`src/rtl/adc_seq_pkg.sv`:
```
package adc_seq_pkg;

    localparam int AW = 8;

    localparam logic [AW-1:0] OFS_CTRL   = 8'h00;
    localparam logic [AW-1:0] OFS_MODE   = 8'h04;
    localparam logic [AW-1:0] OFS_CHSEL  = 8'h08;
    localparam logic [AW-1:0] OFS_TIMING = 8'h0C;
    localparam logic [AW-1:0] OFS_IRQCTL = 8'h20;
    localparam logic [AW-1:0] OFS_STAT   = 8'h24;
    localparam logic [AW-1:0] OFS_CLKDIV = 8'h28;
    localparam logic [AW-1:0] OFS_RES0   = 8'h30;

    localparam int BIT_EN   = 0;
    localparam int BIT_BUSY = 1;
    localparam int BIT_PWR  = 2;
    localparam int BIT_REL  = 15;
    localparam int BIT_CSE  = 16;
    localparam int BIT_IMOD = 31;

    typedef enum logic [1:0] {
        SQ_IDLE = 2'd0,
        SQ_REQ  = 2'd1,
        SQ_WAIT = 2'd2
    } seq_st_e;

endpackage

```
`src/rtl/adc_seq_sched.sv`:
```
module adc_seq_sched
    import adc_seq_pkg::*;
#(
    parameter int NCH  = 8,
    parameter int CH_W = $clog2(NCH)
) (
    input  logic            clk,
    input  logic            rst_n,
    input  logic            start,
    input  logic            abort,
    input  logic [NCH-1:0]  mask,
    input  logic            conv_done,
    output logic            busy,
    output logic            conv_start,
    output logic [CH_W-1:0] cur_chan,
    output logic            res_wr,
    output logic            fin
);

    typedef struct packed {
        seq_st_e          st;
        logic [NCH-1:0]   pend;
        logic [CH_W-1:0]  cur;
    } seq_t;

    seq_t s_d, s_q;

    function automatic logic [CH_W-1:0] lowest(input logic [NCH-1:0] m);
        logic [CH_W-1:0] r;
        r = '0;
        for (int i = NCH - 1; i >= 0; i--) begin
            if (m[i]) r = CH_W'(i);
        end
        return r;
    endfunction

    logic [NCH-1:0] rest;
    logic           wr_raw;

    always_comb begin
        s_d    = s_q;
        wr_raw = 1'b0;
        fin    = 1'b0;
        rest   = s_q.pend & ~(NCH'(1) << s_q.cur);
        unique case (s_q.st)
            SQ_IDLE: begin
                if (start && (|mask)) begin
                    s_d.pend = mask;
                    s_d.cur  = lowest(mask);
                    s_d.st   = SQ_REQ;
                end
            end
            SQ_REQ: begin
                s_d.st = SQ_WAIT;
            end
            SQ_WAIT: begin
                if (conv_done) begin
                    wr_raw   = 1'b1;
                    s_d.pend = rest;
                    if (rest == '0) begin
                        fin      = 1'b1;
                        s_d.st   = SQ_IDLE;
                    end else begin
                        s_d.cur  = lowest(rest);
                        s_d.st   = SQ_REQ;
                    end
                end
            end
            default: s_d.st = SQ_IDLE;
        endcase
        if (abort) begin
            s_d.st   = SQ_IDLE;
            s_d.pend = '0;
        end
    end

    always_ff @(posedge clk or negedge rst_n) begin
        if (!rst_n) begin
            s_q <= '{st: SQ_IDLE, pend: '0, cur: '0};
        end else begin
            s_q <= s_d;
        end
    end

    assign busy       = (s_q.st != SQ_IDLE);
    assign conv_start = (s_q.st == SQ_REQ) && !abort;
    assign cur_chan   = s_q.cur;
    assign res_wr     = wr_raw && !abort;

endmodule

```
`src/rtl/adc_seq_resbank.sv`:
```
module adc_seq_resbank #(
    parameter int NCH   = 8,
    parameter int RES_W = 12,
    parameter int CH_W  = $clog2(NCH)
) (
    input  logic             clk,
    input  logic             rst_n,
    input  logic             wr_en,
    input  logic [CH_W-1:0]  wr_idx,
    input  logic [RES_W-1:0] wr_data,
    input  logic [CH_W-1:0]  rd_idx,
    output logic [RES_W-1:0] rd_data
);

    logic [RES_W-1:0] vals [NCH];

    for (genvar g = 0; g < NCH; g++) begin : g_slot
        logic [RES_W-1:0] val_d, val_q;

        always_comb begin
            val_d = val_q;
            if (wr_en && (wr_idx == CH_W'(g))) val_d = wr_data;
        end

        always_ff @(posedge clk or negedge rst_n) begin
            if (!rst_n) val_q <= '0;
            else        val_q <= val_d;
        end

        assign vals[g] = val_q;
    end

    assign rd_data = vals[rd_idx];

endmodule

```
`src/rtl/adc_seq_irq.sv`:
```
module adc_seq_irq #(
    parameter int NCH = 8
) (
    input  logic [NCH-1:0] sts,
    input  logic [NCH-1:0] inten,
    input  logic           cse,
    input  logic           cse_en,
    output logic           irq
);

    logic [NCH:0] hit;

    for (genvar g = 0; g < NCH; g++) begin : g_src
        assign hit[g] = sts[g] & inten[g];
    end
    assign hit[NCH] = cse & cse_en;

    assign irq = |hit;

endmodule

```
`src/rtl/adc_seq_ctrl.sv`:
```
module adc_seq_ctrl
    import adc_seq_pkg::*;
#(
    parameter int              NCH      = 8,
    parameter int              RES_W    = 12,
    parameter int              SAMP_W   = 16,
    parameter int              DIV_W    = 9,
    parameter logic [15:0]     SAMP_RST = 16'h0578,
    parameter logic [7:0]      CMP_RST  = 8'h0E,
    parameter logic [8:0]      DIV_RST  = 9'd4
) (
    input  logic                      clk,
    input  logic                      rst_n,
    input  logic [7:0]                reg_addr,
    input  logic                      reg_wr,
    input  logic [31:0]               reg_wdata,
    output logic [31:0]               reg_rdata,
    output logic                      conv_start,
    output logic [$clog2(NCH)-1:0]    conv_chan,
    output logic [SAMP_W-1:0]         conv_samp,
    output logic [DIV_W-1:0]          conv_div,
    input  logic                      conv_done,
    input  logic [RES_W-1:0]          conv_result,
    output logic                      irq
);

    localparam int CH_W = $clog2(NCH);
    localparam int FW   = 8;
    localparam logic [AW-1:0] RES_END = OFS_RES0 + AW'(4 * NCH);

    typedef struct packed {
        logic               en;
        logic               pwr;
        logic               rel_req;
        logic               rel_ack;
        logic               trg_hw;
        logic               scan;
        logic               bufm;
        logic [1:0]         edge_sel;
        logic [NCH-1:0]     chsel;
        logic [SAMP_W-1:0]  samp;
        logic [FW-1:0]      cmp;
        logic [FW-1:0]      settle;
        logic [NCH-1:0]     inten;
        logic               cse_en;
        logic               imode;
        logic [NCH-1:0]     sts;
        logic               cse;
        logic [DIV_W-1:0]   div;
    } regs_t;

    regs_t r_d, r_q;

    logic            busy;
    logic            seq_start;
    logic            seq_abort;
    logic            seq_fin;
    logic            res_wr;
    logic [CH_W-1:0] cur_chan;
    logic [CH_W-1:0] rd_idx;
    logic [RES_W-1:0] rd_res;

    logic wr_ctrl, gate_ok, start_req, cse_set;
    logic [NCH-1:0] sts_set;

    // Scan control decisions for this cycle
    always_comb begin
        wr_ctrl   = reg_wr && (reg_addr == OFS_CTRL);
        gate_ok   = r_q.pwr && r_q.rel_ack;
        start_req = wr_ctrl && reg_wdata[BIT_EN] && !busy && gate_ok;
        seq_start = start_req && (|r_q.chsel);
        cse_set   = start_req && !(|r_q.chsel);
        seq_abort = busy && (!gate_ok || (wr_ctrl && !reg_wdata[BIT_EN]));
        sts_set   = res_wr ? (NCH'(1) << cur_chan) : '0;
    end

    // Next-state computation for all registers
    always_comb begin
        r_d = r_q;
        r_d.rel_ack = r_q.rel_req;

        if (reg_wr) begin
            unique case (reg_addr)
                OFS_CTRL: begin
                    r_d.pwr     = reg_wdata[BIT_PWR];
                    r_d.rel_req = reg_wdata[BIT_REL];
                end
                OFS_MODE: begin
                    r_d.trg_hw   = reg_wdata[0];
                    r_d.scan     = reg_wdata[2];
                    r_d.bufm     = reg_wdata[4];
                    r_d.edge_sel = reg_wdata[13:12];
                end
                OFS_CHSEL:  r_d.chsel = reg_wdata[NCH-1:0];
                OFS_TIMING: begin
                    r_d.samp   = reg_wdata[SAMP_W-1:0];
                    r_d.cmp    = reg_wdata[23:16];
                    r_d.settle = reg_wdata[31:24];
                end
                OFS_IRQCTL: begin
                    r_d.inten  = reg_wdata[NCH-1:0];
                    r_d.cse_en = reg_wdata[BIT_CSE];
                    r_d.imode  = reg_wdata[BIT_IMOD];
                end
                OFS_STAT: begin
                    r_d.sts = r_q.sts & ~reg_wdata[NCH-1:0];
                    r_d.cse = r_q.cse & ~reg_wdata[BIT_CSE];
                end
                OFS_CLKDIV: r_d.div = reg_wdata[DIV_W-1:0];
                default: ;
            endcase
        end

        r_d.sts = r_d.sts | sts_set;
        if (cse_set) r_d.cse = 1'b1;

        if (seq_start)            r_d.en = 1'b1;
        if (seq_fin || seq_abort) r_d.en = 1'b0;
    end

    always_ff @(posedge clk or negedge rst_n) begin
        if (!rst_n) begin
            r_q          <= '0;
            r_q.scan     <= 1'b1;
            r_q.samp     <= SAMP_W'(SAMP_RST);
            r_q.cmp      <= CMP_RST;
            r_q.div      <= DIV_W'(DIV_RST);
        end else begin
            r_q <= r_d;
        end
    end

    // Read mux
    assign rd_idx = CH_W'((reg_addr - OFS_RES0) >> 2);

    always_comb begin
        reg_rdata = '0;
        unique case (reg_addr)
            OFS_CTRL: begin
                reg_rdata[BIT_EN]   = r_q.en;
                reg_rdata[BIT_BUSY] = busy;
                reg_rdata[BIT_PWR]  = r_q.pwr;
                reg_rdata[BIT_REL]  = r_q.rel_ack;
            end
            OFS_MODE: begin
                reg_rdata[0]     = r_q.trg_hw;
                reg_rdata[2]     = r_q.scan;
                reg_rdata[4]     = r_q.bufm;
                reg_rdata[13:12] = r_q.edge_sel;
            end
            OFS_CHSEL:  reg_rdata[NCH-1:0] = r_q.chsel;
            OFS_TIMING: reg_rdata = {r_q.settle, r_q.cmp, r_q.samp};
            OFS_IRQCTL: begin
                reg_rdata[NCH-1:0] = r_q.inten;
                reg_rdata[BIT_CSE]  = r_q.cse_en;
                reg_rdata[BIT_IMOD] = r_q.imode;
            end
            OFS_STAT: begin
                reg_rdata[NCH-1:0] = r_q.sts;
                reg_rdata[BIT_CSE]  = r_q.cse;
            end
            OFS_CLKDIV: reg_rdata[DIV_W-1:0] = r_q.div;
            default: begin
                if ((reg_addr >= OFS_RES0) && (reg_addr < RES_END) &&
                    (reg_addr[1:0] == 2'b00)) begin
                    reg_rdata[RES_W-1:0] = rd_res;
                end
            end
        endcase
    end

    adc_seq_sched #(.NCH(NCH), .CH_W(CH_W)) sched_i (
        .clk        (clk),
        .rst_n      (rst_n),
        .start      (seq_start),
        .abort      (seq_abort),
        .mask       (r_q.chsel),
        .conv_done  (conv_done),
        .busy       (busy),
        .conv_start (conv_start),
        .cur_chan   (cur_chan),
        .res_wr     (res_wr),
        .fin        (seq_fin)
    );

    adc_seq_resbank #(.NCH(NCH), .RES_W(RES_W), .CH_W(CH_W)) resbank_i (
        .clk     (clk),
        .rst_n   (rst_n),
        .wr_en   (res_wr),
        .wr_idx  (cur_chan),
        .wr_data (conv_result),
        .rd_idx  (rd_idx),
        .rd_data (rd_res)
    );

    adc_seq_irq #(.NCH(NCH)) irq_i (
        .sts    (r_q.sts),
        .inten  (r_q.inten),
        .cse    (r_q.cse),
        .cse_en (r_q.cse_en),
        .irq    (irq)
    );

    assign conv_chan = cur_chan;
    assign conv_samp = r_q.samp;
    assign conv_div  = r_q.div;

    // Named views for the bound checker
    logic           pwr_w, rel_w, en_w, busy_w;
    logic [NCH-1:0] sts_w;
    assign pwr_w  = r_q.pwr;
    assign rel_w  = r_q.rel_ack;
    assign en_w   = r_q.en;
    assign busy_w = busy;
    assign sts_w  = r_q.sts;

endmodule

```
`config.mk`:
```
export PLATFORM = sky130hd
export DESIGN_NAME = adc_seq_ctrl
export DESIGN_NICKNAME = d
export VERILOG_FILES = /design/src/rtl/adc_seq_pkg.sv /design/src/rtl/adc_seq_sched.sv /design/src/rtl/adc_seq_resbank.sv /design/src/rtl/adc_seq_irq.sv /design/src/rtl/adc_seq_ctrl.sv
export SDC_FILE = /design/constraint.sdc
export NUM_CORES = 1
export LEC_CHECK = 0
export BUFFER_PORTS_ARGS = -buffer_cell sky130_fd_sc_hd__buf_2
export CAP_MARGIN = 25
export CORE_ASPECT_RATIO = 0.6
export CORE_MARGIN = 4
export CORE_UTILIZATION = 40
export DETAILED_ROUTE_END_ITERATION = 6
export SYNTH_ARGS = -nofsm -noshare
export SYNTH_HDL_FRONTEND = slang
export SYNTH_SLANG_ARGS = --single-unit
```
`constraint.sdc`:
```
create_clock -name clk -period 4.9 [get_ports clk]
set_clock_uncertainty 0.15 [all_clocks]
set_input_delay 0.49 -clock clk [delete_from_list [all_inputs] [get_ports clk]]
set_output_delay 0.49 -clock clk [all_outputs]
set_load 0.005 [all_outputs]
```
# ---- After elaboration in Yosys (flattened, before gate mapping)
# Index checks and enable logic that the tools add are counted.
dict set report op_classes {
  mux 53
  div_mod_pow 0
  bitwise 17
  order_cmp 3
  eq_ne 20
  n_reduce_logical 55
  n_addsub 1
  multipliers 0
  shifts 1
}
# operator count
set ops {}
lappend ops {{$mux 3} 17}
lappend ops {{$bmux 12 s3} 1}
lappend ops {{$mux 12} 3}
lappend ops {{$pmux 1 s7} 4}
lappend ops {{$mux 13} 2}
lappend ops {{$eq 8x6->1 const B} 3}
lappend ops {{$logic_and 1x1->1} 22}
lappend ops {{$pmux 11 s2} 1}
lappend ops {{$mux 18} 1}
lappend ops {{$mux 9} 2}
lappend ops {{$pmux 3 s6} 1}
lappend ops {{$and 8x8->8} 2}
lappend ops {{$eq 8x4->1 const B} 2}
lappend ops {{$logic_not 8->1} 2}
lappend ops {{$not 8->8} 2}
lappend ops {{$reduce_and 2->1} 8}
lappend ops {{$mux 14} 1}
lappend ops {{$eq 3x3->1 const B} 4}
lappend ops {{$and 1x1->1} 10}
lappend ops {{$mux 1} 10}
lappend ops {{$mux 10} 1}
lappend ops {{$reduce_bool 2->1} 5}
lappend ops {{$reduce_or 9->1} 1}
lappend ops {{$eq 8x3->1 const B} 1}
lappend ops {{other kinds (34)} 44}
dict set report totals {
  out_inout_bits 62
  n_memories 0
  mem_bits_ro 0
  ff_bits 186
  input_bits 56
  latchBits 0
  ram_bits 0
}

# ---- Longest topological paths before layout
# Gate-level depths: netlist of the first run.
dict set report logic_depth {
  ltp_word 15
  ltp_mapped 9
}

# ---- Cells and area by module
# Synthesis of the first run repeated with hierarchy kept, for this count alone.
dict set report hier_totals {
  cells_unflattened 724
  hier_area_um2 9616.7
}
# mod area_each_um2 seq_area_each_um2 n_inst cells_each
set modules_own_cells {}
lappend modules_own_cells {adc_seq_resbank 4414.2 2402.3 1 251}
lappend modules_own_cells {adc_seq_ctrl 4140.2 1940.6 1 342}
lappend modules_own_cells {adc_seq_sched 1016.0 325.3 1 126}
lappend modules_own_cells {adc_seq_irq 46.3 0.0 1 5}

# ---- Worst setup path after synthesis of the first run
# OpenSTA, ideal clock, no wires.
dict set report synth_path {
  path_type {input-to-output}
  from {input reg_addr[2]}
  to {output reg_rdata[4]}
  stages 8
  path_buffers 4
  slack_ns 2.307
  arrival_ns 1.953
  cell_sequence {clkbuf_1 -> buf_2 -> buf_2 -> clkbuf_1 -> a21oi_1 -> a211oi_1 -> a21oi_1 -> o22ai_1}
}
dict set report synth_between {
  elab_chain_cells 7
  elab_cells_between_ends 18
}
# element line_no
set synth_rtl {}
lappend synth_rtl {{start, declared} adc_seq_ctrl.sv:14} ;# input logic [7:0] reg_addr,
lappend synth_rtl {{$sub 5x5->5} adc_seq_ctrl.sv:134} ;# assign rd_idx = CH_W'((reg_addr - OFS_RES0) >> 2);
lappend synth_rtl {{$not 3->4 (implied by the code)} adc_seq_resbank.sv:33} ;# assign rd_data = vals[rd_idx];
lappend synth_rtl {{$bmux 12 s3} adc_seq_resbank.sv:33}
lappend synth_rtl {{$mux 12 (implied by the code) (2 in a row)} adc_seq_resbank.sv:33}
lappend synth_rtl {{$mux 12} adc_seq_ctrl.sv:164} ;# if ((reg_addr >= OFS_RES0) && (reg_addr < RES_END) &&
lappend synth_rtl {{$pmux 1 s7 (*)} adc_seq_ctrl.sv:138} ;# unique case (reg_addr)
lappend synth_rtl {{end, declared} adc_seq_ctrl.sv:17} ;# output logic [31:0] reg_rdata,
# Mark *: on every way between the ends. The rest lies on a longest branch, timed or not. The select of a mux whose other input is x is not followed.

# ---- Final worst setup path of the first run
dict set report layout_path {
  from {input reg_addr[3]}
  to {output reg_rdata[6]}
}
dict set report layout_between {
  elab_chain_cells 7
  elab_cells_between_ends 19
}
# element line_no
set layout_rtl {}
lappend layout_rtl {{$sub 5x5->5} adc_seq_ctrl.sv:134}
lappend layout_rtl {{$not 3->4 (implied by the code)} adc_seq_resbank.sv:33}
lappend layout_rtl {{$bmux 12 s3} adc_seq_resbank.sv:33}
lappend layout_rtl {{$mux 12 (implied by the code) (2 in a row)} adc_seq_resbank.sv:33}
lappend layout_rtl {{$mux 12} adc_seq_ctrl.sv:164}
lappend layout_rtl {{$pmux 3 s6 (*)} adc_seq_ctrl.sv:138}
# Marked as above.

==> results of run 1 <==
==> critical path, delay by kind of cell <==
kind | cells | cell delay (ns)
AO/OA/AOI/OAI | 3 | 0.44
buffers and inverters | 3 | 1.10
AND/OR/NAND/NOR | 2 | 0.56
==> area by class of cell <==
class	count	area [um^2]	share of cell area, %
multi-input cells	467	4165	39.60
repair buffers	129	684.4	6.507
well taps	308	385.4	3.664
clock buffers	17	425.4	4.045
inverters	3	11.26	0.1071
clock inverters	15	177.7	1.689
flip-flops and latches	186	4668	44.38
==> final timing paths <==
kind,end,start,slack (ns)
max reg2reg,sched_i.cur_chan[1],r_q[67],2.03
min in group clk,r_q[30],reg_wdata[26],0.12
max,reg_rdata[6],reg_addr[3],1.63
min,resbank_i.g_slot[0].val_q[1],rst_n,-0.01
min reg2reg,rel_w,r_d[73],0.25
max in group asynchronous,r_q[37],rst_n,3.44
==> kinds of logic (layout without fill, tap and decap cells) <==
family	Yosys count	in the layout	synth area share, %
flops	186	186	50.67
simple gates	159	159	8.883
buf+inv	69	164	4.278
compound gates	92	92	6.737
mux	216	216	29.43
==> layout by cell type, fill, tap and decap left out, drive strengths merged, types with 3 or more instances in the layout <==
cell type  synthesis  final
nor2b             11     11
a22oi              9      9
nor2              32     32
and2              17     17
nor3               8      8
nand2             50     50
clkinv             0      9
inv                3      8
mux2             170    170
a21o               4      4
o22ai              5      5
a31oi              3      3
dfstp             11     11
o211ai             4      4
nand3             11     11
buf               48    128
nand2b             8      8
a21oi             16     16
a32o               3      3
clkbuf            18     18
nand4              5      5
mux4              26     26
a22o               3      3
dfrtp            175    175
o21ai             26     26
mux2i             20     20
or3                4      4
==> routing by layer <==
| layer | share of wire, % | wire [um] |
|---|---|---|
| met5 | 0 | 0 |
| met4 | 1.2 | 287 |
| met3 | 7.5 | 1836 |
| met2 | 40 | 9736 |
| met1 | 52 | 12710 |
==> report_power, final <==
part	leakage (nW)	total [mW]	internal, mW	switching [mW]
combinational	2.37	0.190	0.0742	0.116
clock	0.289	1.39	0.688	0.697
sequential	2.55	1.59	1.56	0.0254
total	5.21	3.16	2.33	0.839
==> sequential cells by signal (all words and copies together), names as in the netlist <==
signal                  cells
conv_div                    9
conv_samp                  16
en_w                        1
pwr_w                       1
r_d                         1
r_q                        40
rel_w                       1
resbank_i.g_slot.val_q     96
sched_i.cur_chan            3
sched_i.s_q                10
sts_w                       8
==> summary.md, run 1 <==
| Metric | Value |
|---|---|
| Critical path cell sequence | buf_2, buf_4, nor2b_1, a22oi_1, a21oi_1, nand2_1, o21ai_0, buf_2 |
| Antenna violations before repair | 0 |
| Final Non-Filler Cells | 1,125 |
| CP Capture Type | output pin |
| H-tree Lvls | 4 |
| GP Congestion | 0.8694 |
| Final core utilization | 47.09% |
| Hold Vio Cnt, Final | 3 |
| CTS resizes | 0 |
| HPWL Detailed | 17,120 um |
| I/O pin cnt | 118 |
| Max-slew headroom | 40.70% |
| Mean Syn Cell Area | 12.76 um^2 |
| Post-synth net total | 778 |
| Slowest-stage cell, CP | buf_2 |
| Place WS | 1.608 ns |
| Max Clk Rate | 305.9 MHz |
| Vias | 6,239 |
| CTS buffer count | 17 |
| DRC | 0 |
| Top cells by count, synth | dfrtp_1 (175), mux2_2 (144), nand2_1 (50), buf_4 (33), nor2_1 (32) |
| Root Driver | clkbuf_16 |
| Routed wire length | 24,570 um |
| Max Cap Viol | 0 |
| Distinct cells, synth | 60 |
| Initial DRC count | 446 |
| Layout fillers | 2,048 |
| Wire per inst | 21.84 um |
| Congestion Overflow GR | 0 |
| CP Launch Type | input port |
| Number of diodes | 0 |
| Status | finished with violations |
| Setup TNS | 0 ns |
| Gr busiest metal | met1 |
| Layout area overhead | 14.17% |
| Violated checks | hold timing |
| Worst-Margin Slew | 0.8896 ns |
| Total chip power | 3.165 mW |
| Synth Register Bits | 186 |
| Setup Buffers After CTS | 0 |
| Via-to-Cell Ratio | 5.546 |
| Most frequent CP cell | buf_2 |
| Tot GR Track Use | 19.72% |
| Die height | 125.6 um |
| Clock transition at path regs | 0.07 ns |
| Most frequent cell after synthesis | dfrtp_1 |
| Core area | 22,330 um^2 |
| Yosys top cell by area | dfrtp_1 |
| Design Area, Final | 10,520 um^2 |
| Worst IR Drop VDD | 0.2456 mV |
| Syn. warnings | 0 |
| Clk buf depth | 2 |
| Kind of critical path | input port to output pin |
| Met3 Track Usage GR | 5.590% |
| Share of the synthesized area in the top cell type | 47.53% |
| Post-DRT Antenna Nets | 0 |
| Row Count | 42 |
| Synth top area cells | dfrtp_1 (48%), mux2_2 (18%), mux4_2 (6.4%), dfstp_2 (3.1%), mux2_1 (2.8%) |
| Cells after Synth | 722 |
| Fin nets | 860 |
| GRT met2 Usage | 26.03% |
| Leakage | 5.209 nW |
| Max-slew violations | 0 |
| CTS tree | done |
| Clock Sinks | 186 |
| PwrDens | 300.9 nW/um^2 |
| CP Max Fanout | 25 |
| Initial Utilization | 41.25% |
| Fin crit share | 66.71% |
| Drt pass-1 iters | 5 |
| Share of cells above drive strength 1 | 43.57% |
| Global-route wire length before repair | 38,980 um |
| Min Hold Slack | -0.01443 ns |
| Worst skew pair latency | 0.45 ns |
| Sequential share of the synthesized area | 50.67% |
| Worst Hold Class | input port to async pin |
| Worst r2r path cells | 6 |
| CP arrival | 2.63 ns |
| Fin crit period | 3.269 ns |
| WP data required | 4.26 ns |
| Final setup vio count | 0 |
| Die Footprint | 25,600 um^2 |
| Placed Area | 9915 um^2 |
| RSZ-0062 raised after global routing | false |
| CTS Hold Bufs | 0 |
| Largest net degree at the start of global routing | 107 |
| Chip Width | 203.9 um |
| Post-Place Cells | 1,093 |
| Vias in the first global route | 6,394 |
| Met1 Use GR | 31.36% |
| Final worst slack | 1.631 ns |
| Crit-path max cell delay | 0.50 ns |
| Number of enable flip-flop cells after synthesis | 0 |
| Post-synth ARST share | 100.0% |
| Prevailing post-synth register cell | dfrtp_1 |
| Mapped Area | 9213 um^2 |
| PortBufs | 117 |
Power figures use the tool's default switching activity.
==> inputs of run 2 (changes only) <==
ABC_AREA = 1   (was not set)
clock period = 3.4 ns   (was 4.9 ns; I/O delays follow)
==> run 2 against run 1 <==
Effect of this change:
- the flow now finishes without violations
- non-clock buffer count is 18 higher
- critical path type unchanged
- hold slack better by 0.027 ns
- worst setup slack lost 0.88 ns
- sequential power increased by 50%
==> summary.md, run 2 <==
| Metric | Value |
|---|---|
| Routed wire length | 25,400 um |
| Antenna violations before repair | 0 |
| CP Max Fanout | 16 |
| Fin crit period | 2.644 ns |
| Multiplexer share of the synthesized area | 0% |
| Setup TNS | 0 ns |
| Worst skew pair latency | 0.43 ns |
| Post-Place Cells | 1,420 |
| Post-synth net total | 1,107 |
| Chip Width | 201.9 um |
| Clk buf depth | 2 |
| Total chip power | 4.625 mW |
| Critical path cell sequence | buf_2, buf_4, nor3_2, nand3_1, inv_2, nand2_1, o21ai_0, nor2_1, nand4_1, buf_2 |
| Cells after Synth | 1,051 |
| Synth Area in Compound Gates | 17.39% |
| Worst-Margin Slew | 0.7972 ns |
| Max-slew headroom | 46.80% |
| Vias | 7,472 |
| Distinct cells, synth | 36 |
| Worst IR Drop VDD | 0.3440 mV |
| Die Footprint | 25,100 um^2 |
| Hold Vio Cnt, Final | 0 |
| Mapped Area | 9021 um^2 |
| Top cells by count, synth | nand2_1 (287), dfrtp_1 (175), o21ai_1 (118), inv_1 (87), o21ai_0 (62) |
| Initial DRC count | 650 |
| Fin crit share | 77.78% |
| Root Driver | clkbuf_16 |
| PortBufs | 117 |
| Min Hold Slack | 0.01288 ns |
| Xor/xnor share of the synthesized area | 0% |
| Clock Sinks | 186 |
| Die height | 124.3 um |
| Drt pass-1 iters | 5 |
| Row Count | 42 |
| Congestion Overflow GR | 0 |
| DRC | 0 |
| Prevailing post-synth register cell | dfrtp_1 |
| Synth Register Bits | 186 |
| Synth top area cells | dfrtp_1 (49%), nand2_1 (12%), o21ai_1 (6.5%), inv_1 (3.6%), o21ai_0 (3.4%) |
| Hold Path Stages | 3 |
| Largest net degree at the start of global routing | 86 |
| HPWL Detailed | 17,630 um |
| Setup Buffers After CTS | 0 |
| Number of enable flip-flop cells after synthesis | 0 |
| PwrDens | 448.0 nW/um^2 |
| Fin nets | 1,204 |
| Number of diodes | 0 |
| Max FFs per register | 96 |
| CTS buffer count | 17 |
| Most frequent cells in the layout | nand2_1 (287), dfrtp_1 (175), o21ai_1 (118) |
| Post-DRT Antenna Nets | 0 |
| RSZ-0062 raised after global routing | false |
| Tot GR Track Use | 20.41% |
| CTS Hold Bufs | 17 |
| Max Clk Rate | 378.1 MHz |
| Max-slew violations | 0 |
| Syn. warnings | 0 |
| Global-route wire length before repair | 40,650 um |
| H-tree Lvls | 4 |
| Mean Syn Cell Area | 8.583 um^2 |
| Reg2Reg Setup Slack | 1.32 ns |
| Place WS | 0.7610 ns |
| Share of the synthesized area in the top cell type | 48.54% |
| WP data required | 2.91 ns |
| Commonest non-fill, non-tap cell in the layout | nand2_1 |
| CTS resizes | 0 |
| Core area | 22,120 um^2 |
| I/O pin cnt | 118 |
| Worst Hold Class | input port to register |
| Post-synth ARST share | 100.0% |
| GP Congestion | 0.8956 |
| Yosys top cell by area | dfrtp_1 |
| Initial Utilization | 40.78% |
| Largest family of logic cells by synthesized area | simple AND/OR/NAND/NOR gates |
| Kind of critical path | input port to output pin |
| Worst r2r path cells | 7 |
| Sequential share of the synthesized area | 51.75% |
| Crit-path max cell delay | 0.44 ns |
| Layout area overhead | 14.42% |
| CP Capture Type | output pin |
| Post-Synth Adder-Cell Area | 0% |
| Most frequent cell after synthesis | nand2_1 |
| CP Launch Type | input port |
| Final Non-Filler Cells | 1,469 |
| Reg with most FFs | resbank_i.g_slot.val_q |
| CTS tree | done |
| Leakage | 5.475 nW |
| Max Cap Viol | 0 |
| CP arrival | 2.15 ns |
| Most frequent CP cell | buf_2 |
| Vias in the first global route | 7,114 |
| Final setup vio count | 0 |
| Clock transition at path regs | 0.07 ns |
| Slowest-stage cell, CP | nor3_2 |
| Wire per inst | 17.29 um |
| Synth Area in Simple Gates | 21.44% |
| Via-to-Cell Ratio | 5.086 |
| Share of cells above drive strength 1 | 19.04% |
| Status | finished, final reports clean |
| Final worst slack | 0.7555 ns |
-- run 2: cell types whose count changed after synthesis, sizes merged, moves of 17 or more --
cell and delta:
nand2 +243, o21ai +171, mux2 -170, inv +90, nor2 +35, o22ai +29
nand3 +28, mux4 -26, mux2i -20, and2 -17
-- run 2: layer usage --
layer / up-vias / part of all wire, % / track usage (%)
met5: - / 0 / 0
met4: 0 / 0.98 / 4.739
met3: 20 / 6.0 / 4.658
met2: 205 / 41 / 27.89
met1: 3598 / 52 / 32.52
li1: 3649 / - / -
-- run 2: report_power, final --
part           internal [mW]  switching (mW)
registers               2.32          0.0648
logic                  0.154           0.252
clock network          0.956           0.880
total                   3.43            1.20
-- run 2: cell families after synthesis --
| kind of cell | count (synthesis) |
|---|---|
| DFF | 186 |
| AOI/OAI and AO/OA | 278 |
| buffers and inverters | 163 |
| and+or+nand+nor | 424 |
-- run 2: through the flow --
stage          cell area, um^2  util, %
3_5_place_dp              9627    43.51
3_3_place_gp              9627    43.51
2_1_floorplan             9021        -
4_1_cts                  10320    46.66
5_1_grt                  10320    46.66
6_report                 10320    46.66
-- run 2: layout make-up --
class | count | area (um^2)
Clock buffer | 21 | 450.4
Clock inverter | 11 | 75.07
Fill cell | 2199 | 11800
Inverter | 94 | 352.8
Multi-Input combinational cell | 702 | 3503
Sequential cell | 186 | 4668
Tap cell | 308 | 385.4
Timing Repair Buffer | 147 | 887.1
-- run 2: final timing paths --
| path | start | to |
|---|---|---|
| hold reg to reg | r_d[73] | rel_w |
| setup / recovery | reg_addr[4] | reg_rdata[4] |
| max in group asynchronous | rst_n | conv_samp[6] |
| min in group asynchronous | rst_n | resbank_i.g_slot[2].val_q[1] |
| setup reg to reg | sched_i.s_q[12] | resbank_i.g_slot[2].val_q[11] |
| hold / removal | reg_wdata[13] | conv_samp[13] |
-- run 2: critical path: cells and delay by family --
family,cells,cell delay (ns)
AO/OA/AOI/OAI,1,0.13
buffers and inverters,4,0.72
AND/OR/NAND/NOR,5,0.96
